<file path="src/rtl/sbc_pkg.sv">
package sbc_pkg;
  localparam int BYTE_W  = 8;
  localparam int HAM_W   = 4;
  localparam int CHK_W   = HAM_W + 1;
  localparam int LANE_W  = BYTE_W + CHK_W;
  localparam int MAX_POS = BYTE_W + HAM_W;

  // Hamming position of data bit idx: the idx-th non power of two from 1 up.
  function automatic logic [HAM_W-1:0] data_pos(input int idx);
    int cnt;
    logic [HAM_W-1:0] res;
    cnt = 0;
    res = '0;
    for (int p = 1; p <= MAX_POS; p++) begin
      if ((p & (p - 1)) != 0) begin
        if (cnt == idx) res = HAM_W'(p);
        cnt++;
      end
    end
    return res;
  endfunction
endpackage

</file>
<file path="src/rtl/sbc_byte_enc.sv">
module sbc_byte_enc
  import sbc_pkg::*;
(
  input  logic [BYTE_W-1:0] data_i,
  output logic [HAM_W-1:0]  ham_o,
  output logic              par_o
);
  // Hamming bits are the XOR of the positions of all set data bits.
  always_comb begin
    ham_o = '0;
    for (int i = 0; i < BYTE_W; i++) begin
      ham_o = ham_o ^ (data_pos(i) & {HAM_W{data_i[i]}});
    end
    par_o = (^data_i) ^ (^ham_o);
  end
endmodule

</file>
<file path="src/rtl/sbc_byte_dec.sv">
module sbc_byte_dec
  import sbc_pkg::*;
(
  input  logic [LANE_W-1:0] lane_i,
  output logic [BYTE_W-1:0] data_o,
  output logic              corr_o,
  output logic              uncorr_o
);
  logic [BYTE_W-1:0] st_data;
  logic [HAM_W-1:0]  st_ham;
  logic              st_par;
  logic [HAM_W-1:0]  re_ham;
  logic              re_par;
  logic [HAM_W-1:0]  syn;
  logic              odd;
  logic              in_range;

  assign st_data = lane_i[BYTE_W-1:0];
  assign st_ham  = lane_i[BYTE_W +: HAM_W];
  assign st_par  = lane_i[LANE_W-1];

  sbc_byte_enc u_reenc (
    .data_i (st_data),
    .ham_o  (re_ham),
    .par_o  (re_par)
  );

  // odd equals the XOR of all stored lane bits.
  assign syn      = re_ham ^ st_ham;
  assign odd      = re_par ^ (^syn) ^ st_par;
  assign in_range = (syn <= HAM_W'(MAX_POS));
  assign corr_o   = odd & in_range;
  assign uncorr_o = (~odd & (syn != '0)) | (odd & ~in_range);

  always_comb begin
    data_o = st_data;
    for (int i = 0; i < BYTE_W; i++) begin
      if (corr_o && (syn == data_pos(i))) data_o[i] = ~st_data[i];
    end
  end
endmodule

</file>
<file path="src/rtl/sbc_word_codec.sv">
module sbc_word_codec
  import sbc_pkg::*;
#(
  parameter  int LANES  = 4,
  localparam int DATA_W = LANES * BYTE_W,
  localparam int WORD_W = LANES * LANE_W
) (
  input  logic              clk,
  input  logic              rst,
  input  logic [DATA_W-1:0] wr_data_i,
  input  logic [LANES-1:0]  wr_be_i,
  input  logic [WORD_W-1:0] wr_old_i,
  output logic [WORD_W-1:0] wr_word_o,
  input  logic [WORD_W-1:0] rd_word_i,
  output logic [DATA_W-1:0] rd_data_o,
  output logic [LANES-1:0]  rd_corr_o,
  output logic [LANES-1:0]  rd_uncorr_o,
  output logic              rd_any_corr_o,
  output logic              rd_any_uncorr_o
);
  logic [WORD_W-1:0] wr_word_c;
  logic [DATA_W-1:0] rd_data_c;
  logic [LANES-1:0]  corr_c;
  logic [LANES-1:0]  uncorr_c;

  for (genvar k = 0; k < LANES; k++) begin : g_lane
    logic [HAM_W-1:0] ham;
    logic             par;

    sbc_byte_enc u_enc (
      .data_i (wr_data_i[k*BYTE_W +: BYTE_W]),
      .ham_o  (ham),
      .par_o  (par)
    );

    assign wr_word_c[k*LANE_W +: LANE_W] = wr_be_i[k]
      ? {par, ham, wr_data_i[k*BYTE_W +: BYTE_W]}
      : wr_old_i[k*LANE_W +: LANE_W];

    sbc_byte_dec u_dec (
      .lane_i   (rd_word_i[k*LANE_W +: LANE_W]),
      .data_o   (rd_data_c[k*BYTE_W +: BYTE_W]),
      .corr_o   (corr_c[k]),
      .uncorr_o (uncorr_c[k])
    );
  end

  always_ff @(posedge clk) begin
    if (rst) begin
      wr_word_o       <= '0;
      rd_data_o       <= '0;
      rd_corr_o       <= '0;
      rd_uncorr_o     <= '0;
      rd_any_corr_o   <= 1'b0;
      rd_any_uncorr_o <= 1'b0;
    end else begin
      wr_word_o       <= wr_word_c;
      rd_data_o       <= rd_data_c;
      rd_corr_o       <= corr_c;
      rd_uncorr_o     <= uncorr_c;
      rd_any_corr_o   <= |corr_c;
      rd_any_uncorr_o <= |uncorr_c;
    end
  end
endmodule

</file>
<file path="config.mk">
export PLATFORM = sky130hd
export DESIGN_NAME = sbc_word_codec
export DESIGN_NICKNAME = d
export VERILOG_FILES = /design/src/rtl/sbc_pkg.sv /design/src/rtl/sbc_byte_enc.sv /design/src/rtl/sbc_byte_dec.sv /design/src/rtl/sbc_word_codec.sv
export SDC_FILE = /design/constraint.sdc
export NUM_CORES = 1
export LEC_CHECK = 0
export BUFFER_PORTS_ARGS = -buffer_cell sky130_fd_sc_hd__buf_2
export CORE_MARGIN = 1.5
export CORE_UTILIZATION = 35
export DETAILED_ROUTE_END_ITERATION = 10
export GPL_TIMING_DRIVEN = 0
export PLACE_DENSITY = 0.65
export SYNTH_ARGS = -nofsm -noshare
export SYNTH_HDL_FRONTEND = slang
export SYNTH_HIERARCHICAL = 1
export SYNTH_SLANG_ARGS = --single-unit
</file>
<file path="constraint.sdc">
create_clock -name clk -period 4.38 [get_ports clk]
set_input_delay 1.095 -clock clk [delete_from_list [all_inputs] [get_ports clk]]
set_output_delay 1.095 -clock clk [all_outputs]
set_load 0.02 [all_outputs]
</file>
-- After elaboration in Yosys (flattened, before gate mapping)
Cells that the tools add are included.
W data, S select, Z words.
- bits in registers: 94
- input port bits: 142
- output and inout bits: 94
- logic and storage cells: 268
- order comparisons: 4
- equal/unequal tests: 32
- mux-type cells: 36
- bitwise operators: 132
- reduce and logical (&&, ||, !) cells: 58
- operators by type and width (operator ; count):
    $xor A4 B4 Y4 ; 36
    $eq A4 B4 Y1 const B ; 16
    $reduce_xor A8 Y1 ; 8
    $xor A4 B3 Y4 ; 16
    $mux W13 ; 4
    $eq A4 B3 Y1 const B ; 12
    $reduce_xor A4 Y1 ; 12
    $not A1 Y1 ; 40
    $logic_and A1 B1 Y1 ; 32
    $mux W1 ; 32
    $xor A2 B3 Y3 ; 8
    $eq A4 B2 Y1 const B ; 4
    $le A4 B4 Y1 const B ; 4
    $reduce_bool A4 Y1 ; 4
    $xor A1 B1 Y1 ; 16
    $and A1 B1 Y1 ; 12
    $reduce_or A4 Y1 ; 2
    $or A1 B1 Y1 ; 4

-- Logic depth before layout (Yosys ltp)
Gate-level depths: netlist (run 1).
- depth after elaboration: 15
- mapped depth: 12

-- Cells and area by module
Netlist (run 1), hierarchy kept.
- by module, submodules not included (module ; instances ; cells each ; area an instance (um^2) ; seq. area each (um^2)):
    sbc_word_codec ; 1 ; 260 ; 3057.9 ; 1881.8
    sbc_byte_enc ; 8 ; 13 ; 163.9 ; 0.0
    sbc_byte_dec ; 4 ; 39 ; 326.6 ; 0.0

-- Least setup slack after synthesis (run 1)
OpenSTA, ideal clock, no wires.
- kind: input port to flip-flop
- start: in rd_word_i[19]
- end: reg rd_any_uncorr_o
- arrival time: 3.192 ns
- data required time: 4.259 ns
- path slack: 1.067 ns
- stages on the path: 11
- buffers on the path: 0
- cell sequence: xnor2_1 -> xnor2_1 -> xnor2_1 -> xor2_1 -> ha_1 -> xnor2_1 -> xnor2_2 -> and2_4 -> a21oi_1 -> nor4_1 -> nor2_1
- longest elaborated chain between the ends: 10
- RTL lines (item ; RTL line ; RTL):
    from (decl) ; sbc_word_codec.sv:14 ; input logic [WORD_W-1:0] rd_word_i,
    $xor A4 B4 Y4 * (2 in a row) ; sbc_byte_enc.sv:12 ; ham_o = ham_o ^ (data_pos(i) & {HAM_W{data_i[i]}});
    named net g_lane[1].u_dec.re_ham[1] ; sbc_byte_dec.sv:12 ; logic [HAM_W-1:0] re_ham;
    $reduce_xor A4 Y1 or $xor A4 B4 Y4 (tied branches) ; sbc_byte_enc.sv:14, sbc_byte_dec.sv:29 ;
    $xor A1 B1 Y1 or $reduce_xor A4 Y1 (tied branches) ; sbc_byte_enc.sv:14, sbc_byte_dec.sv:30 ;
    $xor A1 B1 Y1 (2 in a row) ; sbc_byte_dec.sv:30 ; assign odd = re_par ^ (^syn) ^ st_par;
    $not A1 Y1 ; sbc_byte_dec.sv:33 ; assign uncorr_o = (~odd & (syn != '0)) | (odd & ~in_range);
    $and A1 B1 Y1 ; sbc_byte_dec.sv:33 ;
    $or A1 B1 Y1 * ; sbc_byte_dec.sv:33 ;
    named net uncorr_c[1] ; sbc_word_codec.sv:24 ; logic [LANES-1:0] uncorr_c;
    $reduce_or A4 Y1 * ; sbc_word_codec.sv:62 ; rd_any_uncorr_o <= |uncorr_c;
    to (signal assigned) ; sbc_word_codec.sv:62 ;
    to (decl) ; sbc_word_codec.sv:19 ; output logic rd_any_uncorr_o
The timed path passes the listed nets; every way through them passes the cells marked *.
A chain may end at the register's enable or synchronous reset.

-- Final worst setup path (run 1)
Same ends and word-level chain as after synthesis.

==> results of run 1 <==
-- power by group through the flow --
stage	Combinational, uW	Sequential (uW)	Clock, uW
after floorplan	1080	1180	0
after global placement	1640	1020	0
after detailed placement	1650	1020	0
after CTS	1660	1010	859
after global routing	1800	1020	900
final	1650	1010	834
-- critical path, cell delays in order --
cell and delay, ns:
buf_2 0.13, xnor2_1 0.36, xnor2_1 0.18, xnor2_1 0.15
xor2_1 0.26, ha_1 0.29, xnor2_1 0.16, xnor2_2 0.35
and2_4 0.24, a21oi_1 0.06, nor4_1 0.28, nor2_1 0.06
-- per-layer routing --
layer  routed length, um  track usage (%)  up-vias
met5                   0                0        -
met4                 152             4.98        0
met3                1290             5.95        9
met2                6840             29.4      156
met1                5590             17.2     1922
li1                    -                -     2158
-- flip-flops by register name, summed over array words and instances (netlist names) --
signal           cells
rd_any_corr_o        1
rd_uncorr_o          4
wr_word_o           52
rd_any_uncorr_o      1
rd_corr_o            4
rd_data_o           32
-- worst max-delay path by stage --
| stage | from | to | slack, ns | cells past startpoint |
|---|---|---|---|---|
| after CTS | rd_word_i[19] | rd_any_uncorr_o | 0.99 | 12 |
| final | rd_word_i[19] | rd_any_uncorr_o | 0.99 | 12 |
| after global routing | rd_word_i[19] | rd_any_uncorr_o | 0.78 | 12 |
| after detailed placement | rd_word_i[19] | rd_any_uncorr_o | 0.62 | 12 |
| after floorplan | rd_word_i[19] | rd_any_uncorr_o | 1.07 | 11 |
| after global placement | rd_word_i[45] | rd_any_uncorr_o | 0.64 | 12 |
-- cell type report --
type	instances	area (sq um)	area share, %
Sequential cell	94	1880	25.4
Timing Repair Buffer	230	1150	15.5
Tap cell	216	270	3.65
Clock buffer	9	225	3.04
Inverter	16	60.1	0.811
Multi-Input combinational cell	388	3530	47.6
Buffer	22	205	2.77
Clock inverter	7	87.6	1.18
-- per-stage QoR --
step	utilization, %	std cells	total power (uW)	setup WS, ns	hold slack (ns)
after floorplan	-	520	2260	1.07	1.24
after global placement	44.7	966	2660	0.642	1.33
after detailed placement	44.7	966	2680	0.619	1.33
after CTS	46.6	982	3530	0.987	0.963
after global routing	46.6	982	3720	0.783	0.966
final	46.6	982	3490	0.995	0.974
-- cell usage in the layout, fill, tap and decap left out, drive strengths merged --
cell and instances:
nor4 2, clkinv 2, nor2b 40, dfxtp 94, clkbuf 9, nand3 4, nand4 28, xnor2 112
nand2b 4, nor2 54, xnor3 16, and2 4, buf 252, xor2 36, bufinv 1, ha 32
a21oi 4, inv 20, mux2i 52
-- cells in the mapped netlist (all sizes together) --
library cell,instances
a21oi,4
and2,4
buf,22
dfxtp,94
ha,32
inv,16
mux2i,52
nand2b,4
nand3,4
nand4,28
nor2,54
nor2b,40
nor4,2
xnor2,112
xnor3,16
xor2,36
-- kinds of logic (layout without fill, tap and decap cells) --
family	after synthesis	in the layout	share of synthesized area [%]
XOR/XNOR	164	164	32.9
AND/OR/NAND/NOR	136	136	12.7
flip-flops	94	94	33.2
multiplexers	52	52	9.17
buffers and inverters	38	284	4.67
adder cells (fa/ha/maj)	32	32	7.05
AO/OA/AOI/OAI	4	4	0.353
==> flow_metrics.env, run 1 <==
export IMPL_status="finished clean"
export IMPL_htree_levels=3
export IMPL_root_buffer="clkbuf_16"
export IMPL_clockBufferDepth=2
export IMPL_design_area_sq_um=7410
export IMPL_min_to="wr_word_o[27]"
export IMPL_cts_tree="built"
export IMPL_setup_viol=0
export IMPL_drc_errors=0
export IMPL_yosysTopAreaCell="dfxtp_1"
export IMPL_worstMarginPinSlew_ns=0.482
export IMPL_drt_iter0_drc=97
export IMPL_fmax_ghz=0.295
export IMPL_drv_cap=0
export IMPL_place_gp_congestion=0.734
export IMPL_p_sw_share_pct=37.9
export IMPL_seq_power_share_pct=28.8
export IMPL_ys_seq_area_share_pct=33.2
export IMPL_hold_class="primary input to register"
export IMPL_portBuffers=230
export IMPL_hold_viol_final=0
export IMPL_post_cts_repair_setup_buffers=0
export IMPL_clk_pin_slew_ns=0.07
export IMPL_grt_max_degree=19
export IMPL_grt_pass1_vias=4133
export IMPL_critical_path_arrival_ns=3.62
export IMPL_drt_pass1_iter_count=4
export IMPL_ir_worst_vdd_v=0.000298
export IMPL_die_area_sq_um=17000
export IMPL_dpl_hpwl_um=11300
export IMPL_cp_max_fo=9
export IMPL_synth_cell_types=22
export IMPL_grt_pass1_wl_um=20700
export IMPL_grt_use_total_pct=16.1
export IMPL_viasPerCell=4.32
export IMPL_drt_wl_total_um=13900
export IMPL_cp_end_kind="register"
export IMPL_diodes=0
export IMPL_p_comb_share_pct=47.3
export IMPL_power_density_nw_per_um2=471
export IMPL_wl_per_cell_um=14.1
export IMPL_syn_area_per_cell_sq_um=10.9
export IMPL_clkPwrFrac_pct=23.9
export IMPL_start_util_pct=35.7
export IMPL_yosys_warnings=6
export IMPL_p_int_uw=2170
export IMPL_die_h_um=130
export IMPL_hold_depth=3
export IMPL_cts_buffers=9
export IMPL_placed_cell_area_sq_um=7100
export IMPL_fin_crit_ns=3.39
export IMPL_core_area_sq_um=15900
export IMPL_syn_area_sq_um=5680
export IMPL_ctsHoldBuffers=0
export IMPL_cts_resized=0
export IMPL_synth_top_cells_by_area="dfxtp_1, xnor2_1, mux2i_1"
export IMPL_fillerInstances=1586
export IMPL_area_delta_synth_final_pct=30.6
export IMPL_layout_nets=935
export IMPL_die_x_um=130
export IMPL_start_kind="primary input"
export IMPL_ys_ff_latch=94
export IMPL_syn_inst=520
export IMPL_period_share_pct=77.3
export IMPL_totalNegativeSetupSlack_ns=0
export IMPL_maxSlewHeadroom_pct=67.7
export IMPL_p_sw_uw=1320
export IMPL_ant_nets=0
export IMPL_crit_type="primary input to register"
export IMPL_row_count=46
export IMPL_grt_overflow=0
export IMPL_syn_num_nets=694
export IMPL_synth_top_area_share_pct=33.2
export IMPL_pin_count=236
export IMPL_cp_data_required_time_ns=4.61
export IMPL_hold_start="wr_old_i[27]"
export IMPL_drive_gt1_share_pct=38.6
export IMPL_final_max_slew_violation_count=0
export IMPL_vias=4245
export IMPL_antenna_found_initial=0
export IMPL_clkSinkCount=94
export IMPL_rsz0062_at_grt="no"
export IMPL_p_leak_uw=0.00369
Power figures use the tool's default switching activity.
==> run 2: changes to the inputs <==
--- a/config.mk
+++ b/config.mk
@@ -5,12 +5,13 @@
 export SDC_FILE = /design/constraint.sdc
 export NUM_CORES = 1
 export LEC_CHECK = 0
+export ABC_AREA = 1
 export BUFFER_PORTS_ARGS = -buffer_cell sky130_fd_sc_hd__buf_2
 export CORE_MARGIN = 1.5
 export CORE_UTILIZATION = 35
 export DETAILED_ROUTE_END_ITERATION = 10
 export GPL_TIMING_DRIVEN = 0
-export PLACE_DENSITY = 0.65
+export PLACE_DENSITY = 0.62
 export SYNTH_ARGS = -nofsm -noshare
 export SYNTH_HDL_FRONTEND = slang
 export SYNTH_HIERARCHICAL = 1
==> constraint.sdc (replaced) <==
create_clock -name clk -period 3.2 [get_ports clk]
set_input_delay 0.8 -clock clk [delete_from_list [all_inputs] [get_ports clk]]
set_output_delay 0.8 -clock clk [all_outputs]
set_load 0.02 [all_outputs]
==> run 2 against run 1 <==
Worst setup slack worse by 0.69 ns. Largest power group unchanged. Sequential cell count unchanged. Via count up 83%. Synthesized cell count up 140%. Area after synthesis up 32%. Critical path type unchanged. Combinational power up 43%.
==> flow_metrics.env, run 2 <==
export IMPL_status="finished clean"
export IMPL_setup_viol=0
export IMPL_top_register="wr_word_o"
export IMPL_die_x_um=149
export IMPL_cts_tree="built"
export IMPL_clk_pin_slew_ns=0.08
export IMPL_synth_most_common_cell="nand2_1"
export IMPL_drt_pass1_iter_count=5
export IMPL_fin_crit_ns=2.89
export IMPL_grt_overflow=0
export IMPL_syn_inst=1223
export IMPL_pin_count=236
export IMPL_ctsHoldBuffers=0
export IMPL_wl_per_cell_um=11.7
export IMPL_cpMaxStageDelayCell="ha_1"
export IMPL_cp_end_kind="register"
export IMPL_antenna_found_initial=2
export IMPL_layout_cells_non_filler=1749
export IMPL_hold_class="primary input to register"
export IMPL_drt_wl_total_um=20500
export IMPL_layout_common_cells="nand2_1, buf_2, inv_1, nor2_1, dfxtp_1"
export IMPL_async_reset_ff_share_pct=0
export IMPL_dpl_hpwl_um=16800
export IMPL_grt_use_total_pct=18.7
export IMPL_dp_cells=1732
export IMPL_area_delta_synth_final_pct=24.1
export IMPL_grt_max_degree=19
export IMPL_place_gp_congestion=0.863
export IMPL_p_leak_uw=0.00574
export IMPL_critical_path_arrival_ns=3.18
export IMPL_largestRegisters="wr_word_o x52, rd_data_o x32"
export IMPL_drt_iter0_drc=288
export IMPL_crit_chain="buf_2 > xnor2_2 > xor2_1 > xor2_1 > xnor2_1 > inv_1 > ha_1 > inv_1 > nand2_1 > nand2_1 > nand2_2 > nand2_4 > a22oi_2 > nor2_1 > a21oi_1"
export IMPL_die_h_um=149
export IMPL_syn_area_sq_um=7490
export IMPL_final_max_slew_violation_count=0
export IMPL_setup_worst_path_start="rd_word_i[3]"
export IMPL_cts_resized=0
export IMPL_start_util_pct=35.6
export IMPL_crit_type="primary input to register"
export IMPL_syn_area_per_cell_sq_um=6.13
export IMPL_post_cts_repair_setup_buffers=0
export IMPL_yosysTopAreaCell="dfxtp_1"
export IMPL_row_count=53
export IMPL_final_common_cell="nand2_1"
export IMPL_final_util_pct=44.2
export IMPL_synth_cell_types=25
export IMPL_period_share_pct=90.4
export IMPL_yosys_warnings=6
export IMPL_cp_max_fo=10
export IMPL_vias=7759
export IMPL_ir_worst_vdd_v=0.000272
export IMPL_largest_reg_flops=52
export IMPL_timing_final_ws_setup_ns=0.306
export IMPL_cp_data_required_time_ns=3.49
export IMPL_synth_ff_type="dfxtp_1"
export IMPL_drc_errors=0
export IMPL_ys_ff_latch=94
export IMPL_htree_levels=3
export IMPL_start_kind="primary input"
export IMPL_synth_top_area_share_pct=25.1
export IMPL_clockBufferDepth=2
export IMPL_viasPerCell=4.44
export IMPL_drv_cap=0
export IMPL_drive_gt1_share_pct=24.4
export IMPL_worstMarginPinSlew_ns=0.380
export IMPL_synth_edf_count=0
export IMPL_maxSlewHeadroom_pct=74.5
export IMPL_die_area_sq_um=22300
export IMPL_layout_nets=1642
export IMPL_grt_pass1_vias=7282
export IMPL_dp_slack_ns=-0.0577
export IMPL_syn_num_nets=1397
export IMPL_totalNegativeSetupSlack_ns=0
export IMPL_grt_pass1_wl_um=33700
export IMPL_clkSinkCount=94
export IMPL_portBuffers=234
export IMPL_core_area_sq_um=21000
export IMPL_power_density_nw_per_um2=516
export IMPL_synth_top_cells_by_area="dfxtp_1, nand2_1, inv_1"
export IMPL_critPathMaxStageDelay_ns=0.39
export IMPL_root_buffer="clkbuf_16"
export IMPL_fmax_ghz=0.346
export IMPL_synth_common_cells="nand2_1, inv_1, nor2_1"
export IMPL_hold_start="wr_old_i[42]"
export IMPL_ant_nets=0
export IMPL_cts_buffers=9
export IMPL_hold_viol_final=0
export IMPL_ys_seq_area_share_pct=25.1
export IMPL_rsz0062_at_grt="no"
==> run 2: changes by cell type after synthesis, moves of 28 or more <==
cell     delta
nand2_2    +48
xnor2_1    -52
nand4_1    +28
inv_1     +209
nor2b_1    -40
mux2i_1    -52
nor2_1    +110
nand2_1   +380
==> run 2: cell type report <==
class / count / area, sq um
flip-flops and latches: 94 / 1880
diodes: 1 / 2.50
multi-input cells: 870 / 4550
plain buffers: 22 / 160
inverters: 237 / 895
clock buffers: 9 / 225
clock inverters: 7 / 65.1
repair buffers: 234 / 1170
fillers: 2279 / 11700
well taps: 275 / 344
==> run 2: cell families after synthesis <==
logic type	Yosys count	share of synthesized area [%]
compound gates	62	4.68
buf+inv	259	14.1
simple gates	684	39.2
fa+ha+maj	32	5.34
xor+xnor	92	11.6
flops	94	25.1
==> run 2: final timing paths <==
kind                     endpoint  slack, ns  cells after the start
setup / recovery  rd_any_uncorr_o       0.31                     15
hold / removal      wr_word_o[42]       0.67                      3
==> run 2: power breakdown <==
part / switching, uW / internal, uW
Sequential: 33.1 / 1310
Combinational: 1550 / 811
Clock: 551 / 548
Total: 2140 / 2660
==> run 2: stage by stage <==
stage	total power (uW)	hold slack, ns	instance area (sq um)
global placement	3710	1.02	9010
detailed placement	3740	1.04	9010
finish	4800	0.666	9300
floorplan	3090	0.935	7490
CTS	4860	0.651	9300
global route	5210	0.656	9300
==> run 2: worst max-delay path, delay by kind of cell <==
kind	cells	cell delay, ns
fa+ha+maj	1	0.39
buf+inv	3	0.36
xor+xnor	4	0.86
compound gates	2	0.34
simple gates	5	0.44
==> run 2: routing by layer <==
| metal | up-vias | wire, um | GRT usage (%) |
|---|---|---|---|
| met5 | - | 12 | 0 |
| met4 | 2 | 261 | 4.60 |
| met3 | 21 | 1360 | 3.98 |
| met2 | 199 | 9930 | 33.8 |
| met1 | 3398 | 8960 | 22.2 |
| li1 | 4139 | - | - |
==> run 3: changes to the inputs <==
--- a/config.mk
+++ b/config.mk
@@ -9,6 +9,7 @@
 export BUFFER_PORTS_ARGS = -buffer_cell sky130_fd_sc_hd__buf_2
 export CORE_MARGIN = 1.5
 export CORE_UTILIZATION = 35
+export CTS_BUF_LIST = sky130_fd_sc_hd__clkbuf_4 sky130_fd_sc_hd__clkbuf_8
 export DETAILED_ROUTE_END_ITERATION = 10
 export GPL_TIMING_DRIVEN = 0
 export PLACE_DENSITY = 0.62
==> run 3 against run 2 <==
Non-clock buffer count stayed put. Routed wire length is 0.19% lower. Largest cell class unchanged. Total power is 6.0% lower. Core utilization is 0.48 points lower. Final area is 1.1% lower. Clock-buffer cell count stayed put. Hold slack worse by 0.020 ns. Global-route usage hardly changed. Worst setup slack better by 0.027 ns. Maximum frequency is 0.93% higher. Clock power is 27% lower. Sequential power hardly changed.
==> flow_metrics.env, run 3 (synthesis gave the netlist of run 2 again) <==
export IMPL_vias=7772
export IMPL_clkSinkCount=94
export IMPL_drt_wl_total_um=20500
export IMPL_fin_crit_ns=2.87
export IMPL_cts_buffers=9
export IMPL_clockBufferDepth=2
export IMPL_final_common_cell="nand2_1"
export IMPL_die_x_um=149
export IMPL_multi_input_area_sq_um=4550
export IMPL_die_area_sq_um=22300
export IMPL_drc_errors=0
export IMPL_hold_start="wr_old_i[42]"
export IMPL_final_util_pct=43.8
export IMPL_regArea_sq_um=1880
export IMPL_antenna_found_initial=2
export IMPL_grt_pass1_vias=7304
export IMPL_largest_reg_flops=52
export IMPL_hold_worst_slack_ns=0.646
export IMPL_rsz0062_at_grt="no"
export IMPL_worstMarginPinSlew_ns=0.367
export IMPL_start_util_pct=35.6
export IMPL_cp_num_cells=15
export IMPL_hold_class="primary input to register"
export IMPL_path_buf_inv=3
export IMPL_cp_max_fo=10
export IMPL_crit_family="XOR/XNOR gates"
export IMPL_die_h_um=149
export IMPL_drive_gt1_share_pct=24.4
export IMPL_grt_max_degree=19
export IMPL_p_leak_uw=0.00570
export IMPL_cp_end_kind="register"
export IMPL_design_area_sq_um=9200
export IMPL_htree_levels=3
export IMPL_critical_path_arrival_ns=3.18
export IMPL_fillerInstances=2291
export IMPL_crit_chain="buf_2 > xnor2_2 > xor2_1 > xor2_1 > xnor2_1 > inv_1 > ha_1 > inv_1 > nand2_1 > nand2_1 > nand2_2 > nand2_4 > a22oi_2 > nor2_1 > a21oi_1"
export IMPL_wl_per_cell_um=11.7
export IMPL_row_count=53
export IMPL_pin_count=236
export IMPL_status="finished clean"
export IMPL_totalNegativeSetupSlack_ns=0
export IMPL_grt_pass1_wl_um=33700
export IMPL_fmax_ghz=0.349
export IMPL_power_density_nw_per_um2=491
export IMPL_cpMaxStageDelayCell="ha_1"
export IMPL_ir_worst_vdd_v=0.000231
export IMPL_start_kind="primary input"
export IMPL_drv_cap=0
export IMPL_ctsHoldBuffers=0
export IMPL_setup_worst_path_start="rd_word_i[3]"
export IMPL_critPathMaxStageDelay_ns=0.39
export IMPL_hold_viol_final=0
export IMPL_cp_data_required_time_ns=3.52
export IMPL_ant_nets=0
export IMPL_post_cts_repair_setup_buffers=0
export IMPL_largestRegisters="wr_word_o x52, rd_data_o x32"
export IMPL_cts_resized=0
export IMPL_viasPerCell=4.44
export IMPL_maxSlewHeadroom_pct=75.4
export IMPL_hold_depth=3
export IMPL_crit_type="primary input to register"
export IMPL_core_area_sq_um=21000
export IMPL_portBuffers=234
export IMPL_cts_tree="built"
export IMPL_place_gp_congestion=0.863
export IMPL_area_delta_synth_final_pct=22.8
export IMPL_clk_pin_slew_ns=0.12
export IMPL_placed_cell_area_sq_um=9010
export IMPL_p_total_uw=4510
export IMPL_layout_nets=1642
export IMPL_period_share_pct=89.6
export IMPL_drt_pass1_iter_count=5
export IMPL_root_buffer="clkbuf_8"
export IMPL_drt_iter0_drc=254
export IMPL_top_register="wr_word_o"
export IMPL_grt_use_total_pct=18.6
export IMPL_final_max_slew_violation_count=0
export IMPL_grt_overflow=0
export IMPL_setup_viol=0
export IMPL_layout_common_cells="nand2_1, buf_2, inv_1, nor2_1, dfxtp_1"
export IMPL_dpl_hpwl_um=16800
## run 3: cell counts in the layout (fill, tap and decap cells not counted)
No cell type changed its count.
## run 3: power breakdown
part,switching (uW),internal [uW],leakage (uW)
combinational,1550,811,0.00483
sequential,32.9,1310,0.000785
clock,506,302,0.0000878
total,2090,2420,0.00570
## run 3: worst paths after layout
kind / end / slack [ns]
setup / recovery: rd_any_uncorr_o / 0.33
hold / removal: wr_word_o[42] / 0.65
## run 3: layer usage
metal  up-vias  track usage [%]  part of all wire, %
met1      3419             22.3                   44
met4         2             5.05                  1.1
met5         -                0                0.059
met3        15             3.39                  6.1
li1       4137                -                    -
met2       199             33.9                   49
## run 3: area by class of cell
type / count / share of cell area [%]
clock inverter: 7 / 0.707
tap: 275 / 3.74
timing repair buffer: 234 / 12.7
inverter: 237 / 9.73
antenna: 1 / 0.0272
buffer: 22 / 1.74
sequential: 94 / 20.5
multi-input combinational: 870 / 49.5
clock buffer: 9 / 1.35
## run 3: through the flow
step	std cells	worst slack (ns)
final	1749	0.333
after global routing	1748	0.137
after CTS	1748	0.343
after detailed placement	1732	-0.0577
after global placement	1732	-0.0332
after floorplan	1223	0.513
